**src/rtl/utf8_enc_pkg.sv**
```systemverilog
package utf8_enc_pkg;
  localparam int CP_W     = 21;
  localparam int BYTE_W   = 8;
  localparam int MAX_BYTES = 4;
  localparam int IDX_W    = $clog2(MAX_BYTES);
  localparam int PAY_W    = 6;
  localparam logic [CP_W-1:0] LIMIT_1B  = 21'h00007F;
  localparam logic [CP_W-1:0] LIMIT_2B  = 21'h0007FF;
  localparam logic [CP_W-1:0] LIMIT_3B  = 21'h00FFFF;
  localparam logic [CP_W-1:0] LIMIT_4B  = 21'h10FFFF;
  localparam logic [CP_W-1:0] SURR_LO   = 21'h00D800;
  localparam logic [CP_W-1:0] SURR_HI   = 21'h00DFFF;

  typedef logic [BYTE_W-1:0] byte_t;
  typedef byte_t [MAX_BYTES-1:0] seq_t;

  // encoded as byte count minus one
  typedef enum logic [IDX_W-1:0] {
    SEQ_1 = 2'd0,
    SEQ_2 = 2'd1,
    SEQ_3 = 2'd2,
    SEQ_4 = 2'd3
  } seq_len_e;
endpackage

```
**src/rtl/utf8_classify.sv**
```systemverilog
module utf8_classify
  import utf8_enc_pkg::*;
#(
  parameter bit FOUR_BYTE_EN = 1'b1
) (
  input  logic [CP_W-1:0] cp,
  output seq_len_e        len,
  output logic            bad
);
  logic surrogate;
  logic too_big;

  assign surrogate = (cp >= SURR_LO) && (cp <= SURR_HI);

  generate
    if (FOUR_BYTE_EN) begin : g_four
      assign too_big = (cp > LIMIT_4B);
    end else begin : g_three
      assign too_big = (cp > LIMIT_3B);
    end
  endgenerate

  assign bad = surrogate || too_big;

  always_comb begin
    if (cp <= LIMIT_1B)      len = SEQ_1;
    else if (cp <= LIMIT_2B) len = SEQ_2;
    else if (cp <= LIMIT_3B) len = SEQ_3;
    else                     len = SEQ_4;
  end
endmodule

```
**src/rtl/utf8_pack.sv**
```systemverilog
module utf8_pack
  import utf8_enc_pkg::*;
(
  input  logic [CP_W-1:0] cp,
  input  seq_len_e        len,
  output seq_t            bytes
);
  localparam int EXT_W = MAX_BYTES * PAY_W;

  logic [EXT_W-1:0] cp_ext;
  byte_t            cont [MAX_BYTES];
  byte_t            lead;

  assign cp_ext = {{(EXT_W-CP_W){1'b0}}, cp};

  // cont[j] carries the j-th six-bit group counted from the least significant end
  generate
    for (genvar j = 0; j < MAX_BYTES; j++) begin : g_cont
      assign cont[j] = {2'b10, cp_ext[j*PAY_W +: PAY_W]};
    end
  endgenerate

  always_comb begin
    unique case (len)
      SEQ_1:   lead = {1'b0, cp[6:0]};
      SEQ_2:   lead = {3'b110, cp[10:6]};
      SEQ_3:   lead = {4'b1110, cp[15:12]};
      default: lead = {5'b11110, cp[20:18]};
    endcase
  end

  generate
    for (genvar i = 0; i < MAX_BYTES; i++) begin : g_slot
      if (i == 0) begin : g_lead
        assign bytes[i] = lead;
      end else begin : g_tail
        logic [IDX_W-1:0] sel;
        assign sel = IDX_W'(int'(len) - i);
        assign bytes[i] = (int'(len) >= i) ? cont[sel] : '0;
      end
    end
  endgenerate
endmodule

```
**src/rtl/utf8_serializer.sv**
```systemverilog
module utf8_serializer
  import utf8_enc_pkg::*;
(
  input  logic     clk,
  input  logic     rst_n,
  input  logic     load,
  input  seq_t     load_bytes,
  input  seq_len_e load_len,
  output logic     busy,
  output logic     out_valid,
  input  logic     out_ready,
  output byte_t    out_byte,
  output logic     out_last
);
  logic [IDX_W-1:0] idx_q;
  logic [IDX_W-1:0] end_q;
  seq_t             buf_q;
  logic             busy_q;

  always_ff @(posedge clk) begin
    if (!rst_n) begin
      busy_q <= 1'b0;
      idx_q  <= '0;
      end_q  <= '0;
      buf_q  <= '0;
    end else if (load) begin
      busy_q <= 1'b1;
      idx_q  <= '0;
      end_q  <= load_len;
      buf_q  <= load_bytes;
    end else if (busy_q && out_ready) begin
      if (idx_q == end_q) busy_q <= 1'b0;
      else                idx_q  <= idx_q + 1'b1;
    end
  end

  assign busy      = busy_q;
  assign out_valid = busy_q;
  assign out_byte  = buf_q[idx_q];
  assign out_last  = busy_q && (idx_q == end_q);

  p_hold_r8: assert property (@(posedge clk) disable iff (!rst_n)
    out_valid && !out_ready |=> out_valid && $stable(out_byte) && $stable(out_last));

  p_cont_form_r9: assert property (@(posedge clk) disable iff (!rst_n)
    out_valid && (idx_q != '0) |-> out_byte[7:6] == 2'b10);

  p_last_ends_r7: assert property (@(posedge clk) disable iff (!rst_n)
    out_valid && out_ready && out_last |=> !out_valid);

  p_lead2_range_r2: assert property (@(posedge clk) disable iff (!rst_n)
    out_valid && (idx_q == '0) && (end_q == 2'd1) |-> out_byte >= 8'hC2 && out_byte <= 8'hDF);
endmodule

```
**src/rtl/utf8_encoder.sv**
```systemverilog
module utf8_encoder
  import utf8_enc_pkg::*;
#(
  parameter bit FOUR_BYTE_EN = 1'b1
) (
  input  logic            clk,
  input  logic            rst_n,
  input  logic            in_valid,
  output logic            in_ready,
  input  logic [CP_W-1:0] in_cp,
  output logic            out_valid,
  input  logic            out_ready,
  output logic [7:0]      out_byte,
  output logic            out_last,
  output logic            err_pulse
);
  seq_len_e len;
  logic     bad;
  seq_t     bytes;
  logic     busy;
  logic     accept;
  logic     load;
  logic     err_q;

  utf8_classify #(.FOUR_BYTE_EN(FOUR_BYTE_EN)) u_classify (
    .cp  (in_cp),
    .len (len),
    .bad (bad)
  );

  utf8_pack u_pack (
    .cp    (in_cp),
    .len   (len),
    .bytes (bytes)
  );

  assign in_ready = !busy;
  assign accept   = in_valid && in_ready;
  assign load     = accept && !bad;

  utf8_serializer u_ser (
    .clk        (clk),
    .rst_n      (rst_n),
    .load       (load),
    .load_bytes (bytes),
    .load_len   (len),
    .busy       (busy),
    .out_valid  (out_valid),
    .out_ready  (out_ready),
    .out_byte   (out_byte),
    .out_last   (out_last)
  );

  always_ff @(posedge clk) begin
    if (!rst_n) err_q <= 1'b0;
    else        err_q <= accept && bad;
  end

  assign err_pulse = err_q;

  p_single_byte_r1: assert property (@(posedge clk) disable iff (!rst_n)
    accept && (in_cp <= LIMIT_1B) |=>
      out_valid && out_last && out_byte == {1'b0, $past(in_cp[6:0])});

  p_bad_silent_r5: assert property (@(posedge clk) disable iff (!rst_n)
    accept && ((in_cp >= SURR_LO && in_cp <= SURR_HI) || in_cp > LIMIT_4B) |=>
      err_pulse && !out_valid);

  p_ready_drops_r6: assert property (@(posedge clk) disable iff (!rst_n)
    accept && !((in_cp >= SURR_LO && in_cp <= SURR_HI) || in_cp > LIMIT_4B) |=>
      !in_ready && out_valid);

  p_lead4_r4: assert property (@(posedge clk) disable iff (!rst_n)
    accept && FOUR_BYTE_EN && in_cp > LIMIT_3B && in_cp <= LIMIT_4B |=>
      out_byte[7:3] == 5'b11110);

  p_no_err_idle_r5: assert property (@(posedge clk) disable iff (!rst_n)
    err_pulse |-> !out_valid);
endmodule

```
**config.mk**
```make
export PLATFORM = sky130hd
export DESIGN_NAME = utf8_encoder
export DESIGN_NICKNAME = d
export VERILOG_FILES = /design/src/rtl/utf8_enc_pkg.sv /design/src/rtl/utf8_classify.sv /design/src/rtl/utf8_pack.sv /design/src/rtl/utf8_serializer.sv /design/src/rtl/utf8_encoder.sv
export SDC_FILE = /design/constraint.sdc
export NUM_CORES = 1
export LEC_CHECK = 0
export CORE_ASPECT_RATIO = 1.2
export CORE_UTILIZATION = 30
export DETAILED_ROUTE_END_ITERATION = 6
export DONT_BUFFER_PORTS = 1
export SYNTH_ARGS = -nofsm -noshare
export SYNTH_HDL_FRONTEND = slang
export SYNTH_SLANG_ARGS = --single-unit
```
**constraint.sdc**
```tcl
create_clock -name clk -period 5.88 [get_ports clk]
set_input_delay 1.176 -clock clk [delete_from_list [all_inputs] [get_ports clk]]
set_output_delay 1.176 -clock clk [all_outputs]
set_load 0.01 [all_outputs]
```
==> impl_metrics.csv <==
group,metric,value,unit
synth,synth.ff_latch_count,34,
clock_network,cts_setup_buffers,0,
synth,synth.mux.area_fraction,10.43,%
floorplan,io_pins,37,
finish,regArea,680.7,um^2
setup_path,cp_num_buf_inv,2,
hold_path,hold_end,"u_ser.buf_q[16]",
placement,routabilityCongestion,0.9129,
detailed_routing,vias,1695,
floorplan,die_h,92.85,um
placement,hpwlAfterDp,4280,um
grt,grt_overflow,0,
synth,synth-edff-count,0,
synth,synth-simple-area-share,14.01,%
finish,num-fill-cells,680,
detailed_routing,wl_per_cell,20.00,um
setup_path,cp_slowest_stage_delay,710,ps
setup_path,worstReg2RegEnd,"u_ser.buf_q[8]",
timing,fin_crit_sh,64.88,%
power,ir_drop,93.01,uV
synth,ys.flop_type,"dfxtp_1",
synth,synth_top_area_share,32.99,%
grt,grt_max_degree,25,
timing,setup_viol,0,
synth,syn_avg_cell_area,9.872,um^2
timing,clock.fmax,262.1,MHz
detailed_routing,first_pass_iters,7,
setup_path,critPathLaunch,"in_cp[12]",
synth,synth.distinct_cells,49,
hold_path,holdPathStages,1,
clock_network,root_buffer,"clkbuf_8",
setup_path,crit_cells,8,
finish,layout.nets,229,
timing,final_hold_viol_count,0,
clock_network,htreeDepth,2,
floorplan,num_rows,32,
floorplan,dieArea,7215,um^2
synth,synth_top_area_cell,"dfxtp_1",
detailed_routing,routed_via_density,5.927,
floorplan,initial_core_util,31.61,%
synth,syn_inst,209,
synth,syn_nets,238,
synth,synth_compound_area_share,30.20,%
synth,synth_most_common_cell,"dfxtp_1",
power,powerDensity,232.1,nW/um^2
clock_network,cts_made_buffers,5,
synth,synth_top_family_by_area,"compound AO/OA/AOI/OAI gates",
timing,period_minus_slack,3815,ps
setup_path,cpMostUsedCell,"inv_1",
placement,detailedPlace.worstSlack,1837,ps
synth,netlist_top_cells_count,"dfxtp_1 (34), inv_1 (18), a21oi_1 (10)",
detailed_routing,ant_nets,0,
timing,rsz0062_at_grt,"false",
hold_path,hold_class,"reg -> reg",
power,power.total,500.9,uW
timing,fin_worst_skew,5.476,ps
setup_path,crit_required,6090,ps
power,power.leakage,0.0006961,uW
clock_network,postCtsHoldBufs,0,
flow_run,maxCapViolations,0,
finish,drive_gt1_share,16.92,%
setup_path,path_class,"in -> reg",
timing,fin_ws,2065,ps
placement,io_buffers,0,
setup_path,ff2ff_path_depth,4,
timing,slew_headroom,34.72,%
hold_path,hp-start,"u_ser.buf_q[16]",
setup_path,cp_slowest_cell,"nor3_1",
status,status,"complete, no violations",
timing,worst_pin_slew,977.2,ps
grt,grt_pass1_vias,1662,
synth,ys_async_sr_fraction,0,%
clock_network,ctsLongestPathBuffers,2,
clock_network,post_cts_resize_count,0,
clock_network,cts_tree,"done",
clock_network,cts_sinks,34,
synth,synth_fa_ha_area_share,2.426,%
grt,grt_use_total,16.66,%
detailed_routing,finalWirelength,5721,um
detailed_routing,drc_errors,0,
synth,syn_area,2063,um^2
finish,synthToLayoutAreaGrowth,4.609,%
detailed_routing,drt-initial-drc-count,98,
synth,synth.area.top_cells,"dfxtp_1 (33%), mux4_2 (6.5%), mux2i_1 (3.9%)",
floorplan,fp.dieW,77.71,um
timing,drv_slew,0,
setup_path,path_cells,"or4_4, o311ai_4, inv_1, ha_1, inv_1, nor3_1, nand4_1, o211ai_1",
setup_path,r2r_slack,3960,ps
clock_network,clk_latency,280,ps
floorplan,coreArea,6526,um^2
synth,synth_xor_area_share,1.698,%
grt,antenna_found_initial,0,
synth,synth-warning-count,0,
clock_network,path_clk_slew,70,ps
finish,multi_input_area,1212,um^2
setup_path,worst_setup_path_end_kind,"flip-flop",
setup_path,path_delay_family,"simple AND/OR/NAND/NOR gates",
grt,grt_pass1_wl,9114,um
timing,fin_setup_tns,0,ps
setup_path,crit_fanout,15,
setup_path,cp.arrival,4020,ps
synth,synth-seq-area-share,32.99,%
setup_path,r2r_start,"u_ser.busy",
setup_path,worst_setup_path_start_kind,"primary input",
finish,diodes,0,
## flip-flops by register name, indices dropped and copies added (netlist names)
| name | cells |
|---|---|
| err_pulse | 1 |
| u_ser.buf_q | 28 |
| u_ser.busy | 1 |
| u_ser.end_q | 2 |
| u_ser.idx_q | 2 |
## worst max-delay path by stage
stage | endpoint | slack, ps
2_1_floorplan | u_ser.buf_q[12] | 2320
3_3_place_gp | u_ser.buf_q[9] | 1800
3_5_place_dp | u_ser.buf_q[9] | 1840
4_1_cts | u_ser.buf_q[9] | 2120
5_1_grt | u_ser.buf_q[25] | 1830
6_report | u_ser.buf_q[9] | 2070
## report_power, final
part | internal [uW] | switching (uW)
clock network | 94.5 | 84.1
registers | 244 | 9.09
logic | 25.9 | 43.4
## layout by cell type, fill, tap and decap left out, types with 2 or more instances in the layout
master     instances
a211oi_1           6
a211oi_2           3
a21oi_1           10
a21oi_2            2
a222oi_1           4
a32oi_1            4
clkbuf_8           6
dfxtp_1           34
ha_1               4
inv_1             18
mux2i_1            8
mux4_2             6
nand2_1            7
nand3_1            9
nand4_1            9
nor2_1             5
nor3_1             2
nor3b_1            2
nor4_1             3
o211ai_1           6
o21ai_0            8
o21ai_1            2
o221ai_1           5
o221ai_2           4
o2bb2ai_1          6
or4_1              3
xnor2_1            4
## layout make-up
type	instances	share of cell area, %
clock buffers	7	4.000
clock inverters	1	0.2319
inverters	18	3.130
multi-input cells	141	56.17
flip-flops and latches	34	31.54
well taps	85	4.928
## cell families after synthesis
family,after synthesis
buffers and inverters,34
AOI/OAI and AO/OA,69
xor gates and xnor gates,4
and+or+nand+nor,50
muxes,14
adders and majority gates,4
DFF,34
## per-stage QoR
stage	hold WS [ps]	area (um^2)	instances	util, %
final	462.3	2158	286	33.07
after global routing	490.4	2158	286	33.07
after CTS	465.5	2158	286	33.07
after detailed placement	446.5	2067	278	31.67
after global placement	444.8	2067	278	31.67
after floorplan	427.7	2063	209	-
## metal layers
layer | part of all wire, % | global-route usage [%] | vias to the layer above | routed length (um)
li1 | - | - | 806 | -
met1 | 44 | 21.32 | 824 | 2504
met2 | 48 | 26.55 | 56 | 2765
met3 | 5.8 | 3.744 | 9 | 332
met4 | 2.1 | 7.390 | 0 | 119
met5 | 0 | 0 | - | 0
Note: power is estimated with default switching activity, not from simulation.
